==> config.mk <==
export PLATFORM = sky130hd
export DESIGN_NAME = branch_skip_unit
export DESIGN_NICKNAME = d
export VERILOG_FILES = /design/src/rtl/bsu_pkg.sv /design/src/rtl/bsu_decode.sv /design/src/rtl/bsu_cond.sv /design/src/rtl/bsu_pc_next.sv /design/src/rtl/bsu_flag_unit.sv /design/src/rtl/branch_skip_unit.sv
export SDC_FILE = /design/constraint.sdc
export NUM_CORES = 1
export LEC_CHECK = 0
export ABC_AREA = 1
export BUFFER_PORTS_ARGS = -buffer_cell sky130_fd_sc_hd__buf_2
export CAP_MARGIN = 20
export CORE_MARGIN = 2
export CORE_UTILIZATION = 58
export DETAILED_ROUTE_END_ITERATION = 8
export HOLD_SLACK_MARGIN = 0.06
export PLACE_DENSITY = 0.87
export SYNTH_ARGS = -nofsm -noshare
export SYNTH_HDL_FRONTEND = slang
export SYNTH_SLANG_ARGS = --single-unit
export TNS_END_PERCENT = 100
==> constraint.sdc <==
create_clock -name clk -period 5.3 [get_ports clk]
set_clock_uncertainty 0.15 [all_clocks]
set_input_delay 0.265 -clock clk [delete_from_list [all_inputs] [get_ports clk]]
set_output_delay 0.265 -clock clk [all_outputs]
set_load 0.01 [all_outputs]
==> src/rtl/bsu_pkg.sv <==
package bsu_pkg;

   localparam int INSTR_W = 16;
   localparam int SREG_W  = 8;
   localparam int OFF_W   = 7;
   localparam int IDX_W   = 3;
   localparam int RSEL_W  = 5;
   localparam int T_POS   = 6;

   localparam logic [INSTR_W-1:0] HALT_WORD = 16'h9598;

   typedef enum logic [2:0] {
      OPK_NONE,
      OPK_BRANCH,
      OPK_SKIP,
      OPK_TSTORE,
      OPK_TLOAD,
      OPK_FLAG,
      OPK_HALT
   } op_kind_e;

endpackage

==> src/rtl/bsu_decode.sv <==
module bsu_decode
   import bsu_pkg::*;
(
   input  logic [INSTR_W-1:0] instr,
   output op_kind_e           kind,
   output logic               pol,
   output logic [OFF_W-1:0]   offset,
   output logic [IDX_W-1:0]   idx,
   output logic               want,
   output logic [RSEL_W-1:0]  rsel
);

   always_comb begin
      kind   = OPK_NONE;
      pol    = instr[10];
      offset = instr[9:3];
      rsel   = instr[8:4];
      idx    = instr[2:0];
      want   = instr[9];
      if (instr[15:11] == 5'b11110) begin
         kind = OPK_BRANCH;
      end else if (instr[15:10] == 6'b111111 && !instr[3]) begin
         kind = OPK_SKIP;
      end else if (instr[15:10] == 6'b111110 && !instr[3]) begin
         kind = instr[9] ? OPK_TSTORE : OPK_TLOAD;
      end else if (instr[15:8] == 8'h94 && instr[3:0] == 4'b1000) begin
         kind = OPK_FLAG;
         idx  = instr[6:4];
         want = ~instr[7];
      end else if (instr == HALT_WORD) begin
         kind = OPK_HALT;
      end
   end

endmodule

==> src/rtl/bsu_cond.sv <==
module bsu_cond
   import bsu_pkg::*;
#(
   parameter int DATA_W = 8
) (
   input  logic [SREG_W-1:0] sreg,
   input  logic [DATA_W-1:0] reg_val,
   input  op_kind_e          kind,
   input  logic              pol,
   input  logic [IDX_W-1:0]  idx,
   input  logic              want,
   output logic              br_taken,
   output logic              skip_hit
);

   logic flag_bit;
   logic reg_bit;

   assign flag_bit = sreg[idx];
   assign reg_bit  = reg_val[idx];

   // polarity 0: jump on a set bit; polarity 1: jump on a clear bit
   assign br_taken = (kind == OPK_BRANCH) && (flag_bit != pol);
   assign skip_hit = (kind == OPK_SKIP) && (reg_bit == want);

endmodule

==> src/rtl/bsu_pc_next.sv <==
module bsu_pc_next
   import bsu_pkg::*;
#(
   parameter int PC_W        = 16,
   parameter int ADDER_STYLE = 0
) (
   input  logic [PC_W-1:0]  pc,
   input  logic             br_taken,
   input  logic             skip_hit,
   input  logic [OFF_W-1:0] offset,
   output logic [PC_W-1:0]  pc_next
);

   localparam int EXT_W = PC_W - OFF_W;

   logic [PC_W-1:0] off_ext;
   assign off_ext = {{EXT_W{offset[OFF_W-1]}}, offset};

   generate
      if (ADDER_STYLE == 0) begin : g_shared
         // one carry chain, increment chosen ahead of it
         logic [PC_W-1:0] incr;
         always_comb begin
            if (br_taken)      incr = off_ext + PC_W'(1);
            else if (skip_hit) incr = PC_W'(2);
            else               incr = PC_W'(1);
         end
         assign pc_next = pc + incr;
      end else begin : g_parallel
         // three sums in parallel, mux at the end
         logic [PC_W-1:0] seq_pc;
         logic [PC_W-1:0] skp_pc;
         logic [PC_W-1:0] jmp_pc;
         assign seq_pc  = pc + PC_W'(1);
         assign skp_pc  = pc + PC_W'(2);
         assign jmp_pc  = seq_pc + off_ext;
         assign pc_next = br_taken ? jmp_pc : (skip_hit ? skp_pc : seq_pc);
      end
   endgenerate

endmodule

==> src/rtl/bsu_flag_unit.sv <==
module bsu_flag_unit
   import bsu_pkg::*;
#(
   parameter int DATA_W = 8
) (
   input  logic [SREG_W-1:0] sreg,
   input  logic [DATA_W-1:0] reg_val,
   input  op_kind_e          kind,
   input  logic [IDX_W-1:0]  idx,
   input  logic              want,
   output logic [SREG_W-1:0] sreg_next,
   output logic [DATA_W-1:0] wr_data
);

   logic sel_reg_bit;
   logic is_flag;
   logic is_store;

   assign sel_reg_bit = reg_val[idx];
   assign is_flag     = (kind == OPK_FLAG);
   assign is_store    = (kind == OPK_TSTORE);

   generate
      for (genvar s = 0; s < SREG_W; s++) begin : g_sbit
         logic hit_flag;
         assign hit_flag = is_flag && (idx == IDX_W'(s));
         if (s == T_POS) begin : g_tbit
            assign sreg_next[s] = hit_flag ? want :
                                  (is_store ? sel_reg_bit : sreg[s]);
         end else begin : g_plain
            assign sreg_next[s] = hit_flag ? want : sreg[s];
         end
      end
      for (genvar d = 0; d < DATA_W; d++) begin : g_dbit
         assign wr_data[d] = (idx == IDX_W'(d)) ? sreg[T_POS] : reg_val[d];
      end
   endgenerate

endmodule

==> src/rtl/branch_skip_unit.sv <==
module branch_skip_unit
   import bsu_pkg::*;
#(
   parameter int              PC_W        = 16,
   parameter int              DATA_W      = 8,
   parameter int              ADDER_STYLE = 0,
   parameter logic [PC_W-1:0] RESET_PC    = '0
) (
   input  logic                clk,
   input  logic                rst_n,
   input  logic                step_i,
   input  logic [INSTR_W-1:0]  instr_i,
   input  logic [DATA_W-1:0]   reg_val_i,
   output logic [RSEL_W-1:0]   reg_addr_o,
   output logic                reg_wr_en_o,
   output logic [DATA_W-1:0]   reg_wr_data_o,
   output logic [PC_W-1:0]     pc_o,
   output logic [SREG_W-1:0]   sreg_o,
   output logic                halted_o
);

   generate
      if (PC_W < OFF_W + 1 || PC_W > 32) begin : g_bad_pc_w
         $error("PC_W must lie between 8 and 32");
      end
      if (DATA_W != (1 << IDX_W)) begin : g_bad_data_w
         $error("DATA_W must match the 3-bit bit-index field");
      end
      if (ADDER_STYLE != 0 && ADDER_STYLE != 1) begin : g_bad_style
         $error("ADDER_STYLE must be 0 or 1");
      end
   endgenerate

   op_kind_e           kind;
   logic               pol;
   logic [OFF_W-1:0]   offset;
   logic [IDX_W-1:0]   idx;
   logic               want;
   logic               br_taken;
   logic               skip_hit;
   logic [PC_W-1:0]    pc_q;
   logic [PC_W-1:0]    pc_next;
   logic [SREG_W-1:0]  sreg_q;
   logic [SREG_W-1:0]  sreg_next;
   logic               halted_q;
   logic               exec;

   assign exec = step_i && !halted_q;

   bsu_decode u_decode (
      .instr  (instr_i),
      .kind   (kind),
      .pol    (pol),
      .offset (offset),
      .idx    (idx),
      .want   (want),
      .rsel   (reg_addr_o)
   );

   bsu_cond #(.DATA_W(DATA_W)) u_cond (
      .sreg     (sreg_q),
      .reg_val  (reg_val_i),
      .kind     (kind),
      .pol      (pol),
      .idx      (idx),
      .want     (want),
      .br_taken (br_taken),
      .skip_hit (skip_hit)
   );

   bsu_pc_next #(.PC_W(PC_W), .ADDER_STYLE(ADDER_STYLE)) u_pc_next (
      .pc       (pc_q),
      .br_taken (br_taken),
      .skip_hit (skip_hit),
      .offset   (offset),
      .pc_next  (pc_next)
   );

   bsu_flag_unit #(.DATA_W(DATA_W)) u_flags (
      .sreg      (sreg_q),
      .reg_val   (reg_val_i),
      .kind      (kind),
      .idx       (idx),
      .want      (want),
      .sreg_next (sreg_next),
      .wr_data   (reg_wr_data_o)
   );

   always_ff @(posedge clk) begin
      if (!rst_n) begin
         pc_q     <= RESET_PC;
         sreg_q   <= '0;
         halted_q <= 1'b0;
      end else if (exec) begin
         pc_q     <= pc_next;
         sreg_q   <= sreg_next;
         halted_q <= (kind == OPK_HALT);
      end
   end

   assign reg_wr_en_o = exec && (kind == OPK_TLOAD);
   assign pc_o        = pc_q;
   assign sreg_o      = sreg_q;
   assign halted_o    = halted_q;

endmodule

Word level (Yosys, flattened, before mapping)
Cells that the tools add are included.

Register bits after elaboration: 25. Bits of input ports: 27. Output and inout bits: 39. Word-level logic and storage cells: 92.

Add/sub/neg operators: 2. Order comparisons: 1. Equality and inequality tests: 21. Muxes and demuxes: 30. Bitwise logic cells: 1. Reductions and logical operators: 27.

Operator list (number): $mux W3 (10); $eq A3 B3 Y1 const B (7); $add A16 B16 Y16 (1); $eq A16 B16 Y1 const B (1); $mux W1 (16); $mux W16 (1); $reduce_and A2 Y1 (8); $logic_and A1 B1 Y1 (15); $eq A3 B2 Y1 const B (4); $eq A6 B6 Y1 const B (2); $add A7 B2 Y8 const B (1); $eq A8 B8 Y1 const B (1); $bmux W1 S3 (2); $eq A3 B1 Y1 const B (2); $eq A5 B5 Y1 const B (1); $eq A4 B4 Y1 const B (1); $lt A3 B4 Y1 const B (1); $logic_not A3 Y1 (1); $logic_not A1 Y1 (2); $mux W2 (1); $reduce_bool A2 Y1 (1); $eq A1 B1 Y1 (1); $ne A1 B1 Y1 (1); $not A1 Y1 (1).

Logic depth before layout (Yosys ltp)
Gate-level depths: netlist (run 1).

Word-level depth: 13. Gate-level depth with buffers: 31. Gate-level depth less buffers: 31.

Cells and area by module
Synthesis (run 1) repeated with hierarchy kept, for this count alone.

Cells, all modules: 527. Area, all modules: 2971.6 sq um.

By module, submodules not included: bsu_pc_next (instances 1, cells an instance 211, area an instance 1071.0 sq um, seq. area each 0.0 sq um); branch_skip_unit (instances 1, cells an instance 114, area an instance 924.6 sq um, seq. area each 500.5 sq um); bsu_flag_unit (instances 1, cells an instance 77, area an instance 362.8 sq um, seq. area each 0.0 sq um); bsu_decode (instances 1, cells an instance 62, area an instance 345.3 sq um, seq. area each 0.0 sq um); bsu_cond (instances 1, cells an instance 63, area an instance 267.8 sq um, seq. area each 0.0 sq um).

Worst setup path after synthesis (run 1)
Ideal clock, no wire load.

Kind: in2reg. Start: in instr_i[0]. End: reg pc_q[11] (netlist: pc_o[11]). Setup time: 0.115 ns. Arrival time: 3.347 ns. Data required time: 5.035 ns. Setup slack: 1.687 ns. Stages: 28. Path buffers: 0. Cell sequence: inv_1 -> nand2_1 -> nor2_1 -> nand3_4 -> inv_4 -> a21oi_4 -> nor2_1 -> inv_1 -> o221ai_1 -> o32ai_1 -> or2_2 -> nand3_1 -> nand2_1 -> o21ai_0 -> inv_1 -> ha_1 -> nand3_1 -> nand2_1 -> a21oi_1 -> o21bai_1 -> nand3_1 -> nand2_1 -> nand3_1 -> o21ai_1 -> nand2_1 -> xnor2_1 -> o21ai_0 -> inv_1.

Longest elaborated chain between the ends: 13. Elaborated cells on any way between the ends: 29. Classes of those cells: add/sub: 1; eq/ne: 6; mux: 19; reduce/logical: 3.

RTL lines: start: declaration (RTL line branch_skip_unit.sv:12) `input logic [INSTR_W-1:0] instr_i,`; $eq A4 B4 Y1 (RTL line bsu_decode.sv:26) `end else if (instr[15:8] == 8'h94 && instr[3:0] == 4'b1000) begin`; $logic_and A1 B1 Y1 (RTL line bsu_decode.sv:26); $mux W3 (RTL line bsu_decode.sv:26); $mux W3 (RTL line bsu_decode.sv:24) `end else if (instr[15:10] == 6'b111110 && !instr[3]) begin`; $mux W3 (RTL line bsu_decode.sv:22) `end else if (instr[15:10] == 6'b111111 && !instr[3]) begin`; $mux W3 (RTL line bsu_decode.sv:20) `if (instr[15:11] == 5'b11110) begin`; $bmux W1 S3 (RTL line bsu_cond.sv:20) `assign reg_bit = reg_val[idx];`; $mux W1 (implied by the code) (RTL line bsu_cond.sv:20); $eq A1 B1 Y1 (RTL line bsu_cond.sv:24) `assign skip_hit = (kind == OPK_SKIP) && (reg_bit == want);`; $logic_and A1 B1 Y1 (RTL line bsu_cond.sv:24); $mux W2 (RTL line bsu_pc_next.sv:25) `else if (skip_hit) incr = PC_W'(2);`; $mux W16 (*) (RTL line bsu_pc_next.sv:24) `if (br_taken) incr = off_ext + PC_W'(1);`; $add A16 B16 Y16 (*) (RTL line bsu_pc_next.sv:28) `assign pc_next = pc + incr;`; end signal: assignment (RTL line branch_skip_unit.sv:95) `pc_q <= pc_next;`; end: declaration (RTL line branch_skip_unit.sv:41) `logic [PC_W-1:0] pc_q;`.

Every way passes the cells marked *; elsewhere a longest branch is shown, timed or not. The select of a mux whose other input is x is not followed. A chain may end at the register's enable or synchronous reset.

Final worst setup path (run 1)
Start: in instr_i[0]. End: reg pc_q[15] (netlist: pc_o[15]).

Same word-level chain as after synthesis.

==> out/qor.yml, run 1 <==
floorplanning:
  die_h_um: 69.8
  coreArea_mm2: 0.00409
  die_x_um: 69.8
  rows: 23
  initial_utilization: 0.614
  ios: 66
  die_area_mm2: 0.00487
global_routing:
  grt-ovfl-total: 0
  grt_antenna_before_repair: 0
  grt_max_degree: 22
  track_usage: 0.267
  grt_pass1_wl_um: 10900
  grt_pass1_vias: 2404
layout:
  fillerInstances: 381
  multi_input_area_mm2: 0.00167
  syn2layout_area_growth_pct: 14.4
  drive_above_1_share: 0.205
  postLayoutCoreUtil: 0.702
  fin_cells: 514
  seqCellArea_um2: 500
  fin_area_mm2: 0.00287
  diodes: 0
  nNetsFinal: 501
worst_setup_path:
  critPathMaxStageDelay_ps: 430
  reg2reg_to: "pc_o[15]"
  crit_slowest_cell: "o32ai_1"
  crit_path_max_fanout: 5
  cp-start-kind: "input pin"
  rr_startpoint: "sreg_o[6]"
  rr_worst_depth: 25
  r2r_setup_slack_ps: 1580
  cp-end-kind: "flip-flop"
  critPathKind: "input pin to flip-flop"
  cp.required_ps: 5360
  worstPathArrival_ps: 4100
  crit_top_cell: "nand2_1"
logic_synthesis:
  synthAdderAreaFrac: 0.0479
  yosysWarnings: 0
  synth-seq-area-share: 0.200
  synthSimpleGateAreaFrac: 0.382
  synth_mux_area_frac: 0
  synth_nets: 443
  ys_seq_elements: 25
  synth_top_area_cell: "dfxtp_1"
  synth_xor_area_frac: 0.0384
  synth_area_per_cell_um2: 6.16
  syn_inst: 407
  synth_cell_type_count: 38
  synth_top_area_frac: 0.200
  synth.area.top_cells: "dfxtp_1 (20%), nand2_1 (12%), inv_1 (9.4%)"
  synth_top_family_by_area: "simple AND/OR/NAND/NOR gates"
  synth_compound_area_frac: 0.198
  synth_area_mm2: 0.00251
place:
  dp_hpwl_um: 5150
  placed_cell_area_mm2: 0.00282
  port-buffer-count: 65
  dp_cells: 510
  place_congestion: 0.981
route:
  wl_per_cell_um: 12.9
  vias_per_cell: 5.62
  wl_um: 6610
  drc: 0
  drt_iter0_drc: 283
  firstDrtPassIters: 5
  final_antenna_net_count: 0
  routed-via-count: 2891
cts:
  clk_path_buf_depth: 2
  clockRootBuffer: "clkbuf_8"
  cts_tree: "yes"
  cts_resized: 0
  cts_setup_buffers: 0
  cts.clk_slew.worst_paths_ps: 100
  clock_latency_ps: 280
  clock_sinks: 25
  hold_buffers: 0
  cts_buffers: 3
  htree_num_levels: 1
sta:
  hold_slack_ps: 109
  maxSlewViolCount: 0
  relSlewSlack: 0.460
  tightest_slew_ps: 809
  period_needed_ps: 4040
  fmax_ghz: 0.247
  period_share: 0.763
  hold_viol_final: 0
  setup-violations-final: 0
  tns_ps: 0
  rsz0062_at_grt: "no"
pwr:
  ir_drop_mv: 0.110
  p_leak_uw: 0.00153
  power_density_mw_per_mm2: 159
run:
  drv_cap: 0
hold_path:
  min_to: "pc_o[2]"
  hold_path_class: "input pin to flip-flop"
  holdCritStartpoint: "rst_n"
  hold_depth: 3
status:
  status: "complete, no violations"
## metrics by stage
stage / total power (µW) / worst slack, ps
floorplan: 297 / 1690
global placement: 337 / 1130
detailed placement: 340 / 1050
CTS: 456 / 1340
global route: 483 / 875
finish: 456 / 1260
## cells in the mapped netlist, drive strengths merged
library cell	instances
o22ai	2
nor4	1
a21oi	32
a311oi	7
ha	8
nor3b	3
nand3b	4
buf	7
o21a	6
dfxtp	25
xnor2	4
nor3	9
nor2	50
or2	1
clkbuf	5
nand3	33
o21bai	2
nand4	12
o21ai	25
o32ai	1
xor2	7
o221ai	1
nand2	89
o41ai	3
inv	69
fa	1
## sequential cells by signal (all words and copies together) (netlist names)
register	count
sreg_o	8
halted_o	1
pc_o	16
## worst max-delay path, delay by kind of cell
kind                       cells  cell delay (ps)
and+or+nand+nor               17             1580
adders and majority gates      1              280
AOI/OAI and AO/OA              8             1320
buffers and inverters          6              670
## power by group
group	switching (µW)	total, µW	internal (µW)
clock network	66.3	119	52.8
registers	8.86	205	196
logic	83.7	132	48.7
## how the worst max path moves through the flow
| stage | from | to | slack (ps) |
|---|---|---|---|
| after floorplan | instr_i[0] | pc_o[11] | 1690 |
| after global routing | instr_i[3] | pc_o[15] | 870 |
| after global placement | instr_i[0] | pc_o[10] | 1130 |
| final | instr_i[0] | pc_o[15] | 1260 |
| after CTS | instr_i[0] | pc_o[15] | 1340 |
| after detailed placement | instr_i[0] | pc_o[15] | 1050 |
## cell type report
| class | count | area share |
|---|---|---|
| multi-input cells | 301 | 0.582 |
| flip-flops and latches | 25 | 0.174 |
| repair buffers | 65 | 0.113 |
| inverters | 69 | 0.0920 |
| well taps | 50 | 0.0218 |
| clock buffers | 3 | 0.0144 |
| clock inverters | 1 | 0.00174 |
## routing by layer
layer	global-route usage	share of wire
met1	0.395	0.47
met2	0.417	0.44
met3	0.0305	0.078
met4	0.0598	0.013
met5	0	0
## cell usage in the layout, fill, tap and decap left out, types with 2 or more instances in the layout
cell,n
nand2_1,81
buf_2,65
inv_1,63
nor2_1,49
a21oi_1,29
nand3_1,28
dfxtp_1,25
o21ai_0,24
nand4_1,10
nor3_1,9
ha_1,8
nand2_2,7
xor2_1,7
a311oi_1,7
o21a_1,6
inv_2,4
nand3b_1,4
xnor2_1,4
nand3_2,3
a21oi_4,3
nor3b_1,3
o41ai_1,3
clkbuf_8,3
nand3_4,2
inv_4,2
o22ai_1,2
nand4_2,2
o21bai_1,2
## cell families (layout without fill, tap and decap cells)
| kind of cell | Yosys count | count (layout) |
|---|---|---|
| and+or+nand+nor | 202 | 202 |
| buffers and inverters | 81 | 138 |
| AOI/OAI and AO/OA | 79 | 79 |
| DFF | 25 | 25 |
| xor gates and xnor gates | 11 | 11 |
| adders and majority gates | 9 | 9 |
(Power assumes the default switching activity.)
==> run 2, diff against run 1 <==
ABC_AREA = 0   (was 1)
CORE_UTILIZATION = 47   (was 58)
PLACE_DENSITY = 0.77   (was 0.87)
clock period = 3.5 ns   (was 5.3 ns; I/O delays follow)
==> run 2 against run 1 <==
  * Sequential share of layout area down 2.7 points
  * Die area up 9.3%
  * Largest power group unchanged
  * Final area up 18%
  * Setup slack worse by 2200 ps
  * Core utilization up 2.7 points
  * The run now ends with setup timing left
  * First-iteration DRC count down 6.7%
==> out/qor.yml, run 2 <==
layout:
  final_common_cell: "buf_4"
  largest_register_ffs: 16  # unchanged
  nNetsFinal: 453  # -9.6%
  postLayoutCoreUtil: 0.729  # +0.0265
  fin_area_mm2: 0.00340  # +18%
  diodes: 0  # unchanged
  syn2layout_area_growth_pct: 52.1
  seqCellArea_um2: 500  # unchanged
  multi_input_area_mm2: 0.00184  # +10%
  layout_common_cells: "buf_4 (67), buf_2 (64), nand2_1 (42)"
  drive_above_1_share: 0.464  # +0.259
  fillerInstances: 353  # -7.3%
pwr:
  combPwrFrac: 0.309  # +0.019
  power_uw: 693  # +52%
  p_sw_uw: 222  # +40%
  power_density_mw_per_mm2: 204  # +28%
  clkPwrFrac: 0.271  # +0.010
  ir_drop_mv: 0.133  # +21%
  internal_power_uw: 470  # +58%
  p_sw_frac: 0.321  # -0.0275
  p_seq_frac: 0.421  # -0.028
  p_leak_uw: 0.00159  # +3.8%
logic_synthesis:
  synth_area_mm2: 0.00223  # -11%
  synth_compound_area_frac: 0.196  # -0.00192
  synthSimpleGateAreaFrac: 0.304  # -0.0774
  synthAdderAreaFrac: 0.0538  # +0.00591
  synth_mux_area_frac: 0.110  # +0.110
  ys_seq_elements: 25  # unchanged
  synth-edff-count: 0  # unchanged
  synth_area_per_cell_um2: 7.62  # +24%
  synth_top_family_by_area: "simple AND/OR/NAND/NOR gates"
  synth-main-ff-cell: "dfxtp_1"
  synth_xor_area_frac: 0.0471  # +0.00866
  syn_inst: 293  # -28%
  synth_nets: 329  # -26%
  synth-async-reset-ratio: 0  # unchanged
  synth-seq-area-share: 0.224  # +0.0246
  synth_top_cells_by_count: "nand2_1 (44), nor2_1 (27), dfxtp_1 (25)"
  synth_cell_type_count: 55  # +45%
  synth_top_area_cell: "dfxtp_1"
  synth_top_area_frac: 0.224  # +0.0246
  yosysWarnings: 0  # unchanged
  synth.area.top_cells: "dfxtp_1 (22%), nand2_1 (7.4%), mux2i_1 (5.8%)"
  yosysMostFrequentCell: "nand2_1"
status:
  violations: "setup timing"
  status: "finished, violations left"
sta:
  tightest_slew_ps: 634  # -176 ps
  period_share: 1.26
  rsz0062_at_grt: "yes"
  hold_viol_final: 0  # unchanged
  fmax_ghz: 0.227
  period_needed_ps: 4410
  setup-violations-final: 14  # +14
  tns_ps: -8470  # -8470 ps
  relSlewSlack: 0.575  # +0.114
  final.setup.worst_slack_ps: -908  # -2160 ps
  maxSlewViolCount: 0  # unchanged
place:
  port-buffer-count: 65  # unchanged
  dp_hpwl_um: 5400  # +4.8%
  place_congestion: 1.04  # +6.5%
  post-place-ws_ps: -1030  # -2080 ps
  placed_cell_area_mm2: 0.00310  # +9.7%
global_routing:
  track_usage: 0.285  # +0.0177
  grt_max_degree: 19  # -14%
  grt_pass1_wl_um: 11800  # +8.3%
  grt_antenna_before_repair: 0  # unchanged
  grt_pass1_vias: 2551  # +6.1%
  grt-ovfl-total: 0  # unchanged
route:
  drt_iter0_drc: 264  # -6.7%
  vias_per_cell: 5.83  # +3.6%
  firstDrtPassIters: 5  # unchanged
  wl_per_cell_um: 16.9  # +31%
  final_antenna_net_count: 0  # unchanged
  wl_um: 7930  # +20%
  routed-via-count: 2738  # -5.3%
  drc: 0  # unchanged
hold_path:
  hold_path_class: "input pin to flip-flop"
floorplanning:
  ios: 66  # unchanged
  die_area_mm2: 0.00532  # +9.3%
  die_x_um: 72.9  # +4.5%
  die_h_um: 72.9  # +4.5%
  initial_utilization: 0.479  # -0.135
  rows: 25  # +8.7%
  coreArea_mm2: 0.00466  # +14%
cts:
  htree_num_levels: 1  # unchanged
  clock_latency_ps: 280  # about the same
  clk_path_buf_depth: 2  # unchanged
  cts_tree: "yes"
  clockRootBuffer: "clkbuf_8"
  clock_sinks: 25  # unchanged
  hold_buffers: 0  # unchanged
  cts_buffers: 3  # unchanged
  cts.clk_slew.worst_paths_ps: 100  # about the same
worst_setup_path:
  cp-end-kind: "flip-flop"
  cp.required_ps: 3570  # -1790 ps
  crit_path_max_fanout: 5  # unchanged
  critPathKind: "input pin to flip-flop"
  worstPathArrival_ps: 4480  # +380 ps
  cp-start-kind: "input pin"
run:
  drv_cap: 0  # unchanged
run 2: changes by cell type after synthesis, sizes merged, moves of 7 or more:
| cell | before | now |
|---|---|---|
| a21oi | 32 | 25 |
| a311oi | 7 | 0 |
| inv | 69 | 9 |
| mux2 | 0 | 9 |
| mux2i | 0 | 14 |
| nand2 | 89 | 45 |
| nand2b | 0 | 10 |
| nand3 | 33 | 11 |
| nand4 | 12 | 3 |
| nor2 | 50 | 27 |
| o21ai | 25 | 4 |
run 2: final timing paths:
check	startpoint	endpoint	slack, ps	depth (start not counted)
worst max-delay path	instr_i[1]	pc_o[8]	-910	20
worst min-delay path	rst_n	pc_o[11]	110	3
worst max register to register	sreg_o[1]	pc_o[8]	-450	18
worst min register to register	pc_o[3]	pc_o[3]	330	2
run 2: logic make-up (layout without fill, tap and decap cells):
| group | Yosys count | in the layout |
|---|---|---|
| compound gates | 60 | 60 |
| simple gates | 136 | 136 |
| mux | 23 | 23 |
| buf+inv | 28 | 151 |
| xor+xnor | 12 | 12 |
| flops | 25 | 25 |
| fa+ha+maj | 9 | 9 |
run 2: what timing repair did:
action / 4_1_cts / 5_1_grt
pin swaps: 33 / 7
endpoints found under the setup margin: 12 / 14
gates resized for setup: 20 / 8
gates cloned: 1 / 0
setup buffers: 12 / 6
run 2: power by group through the flow:
stage / registers [µW] / clock network, µW / logic (µW)
after floorplan: 299 / 0 / 103
after global placement: 298 / 0 / 177
after detailed placement: 298 / 0 / 181
after CTS: 291 / 185 / 198
after global routing: 292 / 198 / 226
final: 291 / 187 / 214
run 2: critical path, stage by stage:
cell and delay, ps:
buf_6 90, or4b_4 550, o41a_1 430, buf_12 180
mux2i_1 160, mux2i_1 100, mux2i_1 290, xor2_1 290
nand3_1 140, and2_1 170, ha_2 180, fa_2 330
a21o_1 170, a21oi_2 180, o21bai_2 100, a21oi_2 190
o21bai_1 90, or3_1 330, a21oi_2 150, mux2i_1 180
run 2: final cells by class:
cell class | instances | share of cell area
timing repair buffer | 137 | 0.265
clock inverter | 1 | 0.00147
inverter | 10 | 0.0111
sequential | 25 | 0.147
multi-input combinational | 240 | 0.543
clock buffer | 3 | 0.0122
tap | 54 | 0.0199
run 2: metrics by stage:
stage | instances | hold slack [ps]
final | 470 | 105
after CTS | 466 | 111
after floorplan | 293 | 180
after global placement | 451 | 314
after detailed placement | 451 | 319
after global routing | 470 | 136
run 2: metal layers:
layer	share of wire	track usage	routed length, µm
met5	0	0	0
met2	0.48	0.469	3810
met1	0.43	0.378	3380
met4	0.026	0.113	206
met3	0.067	0.0359	535
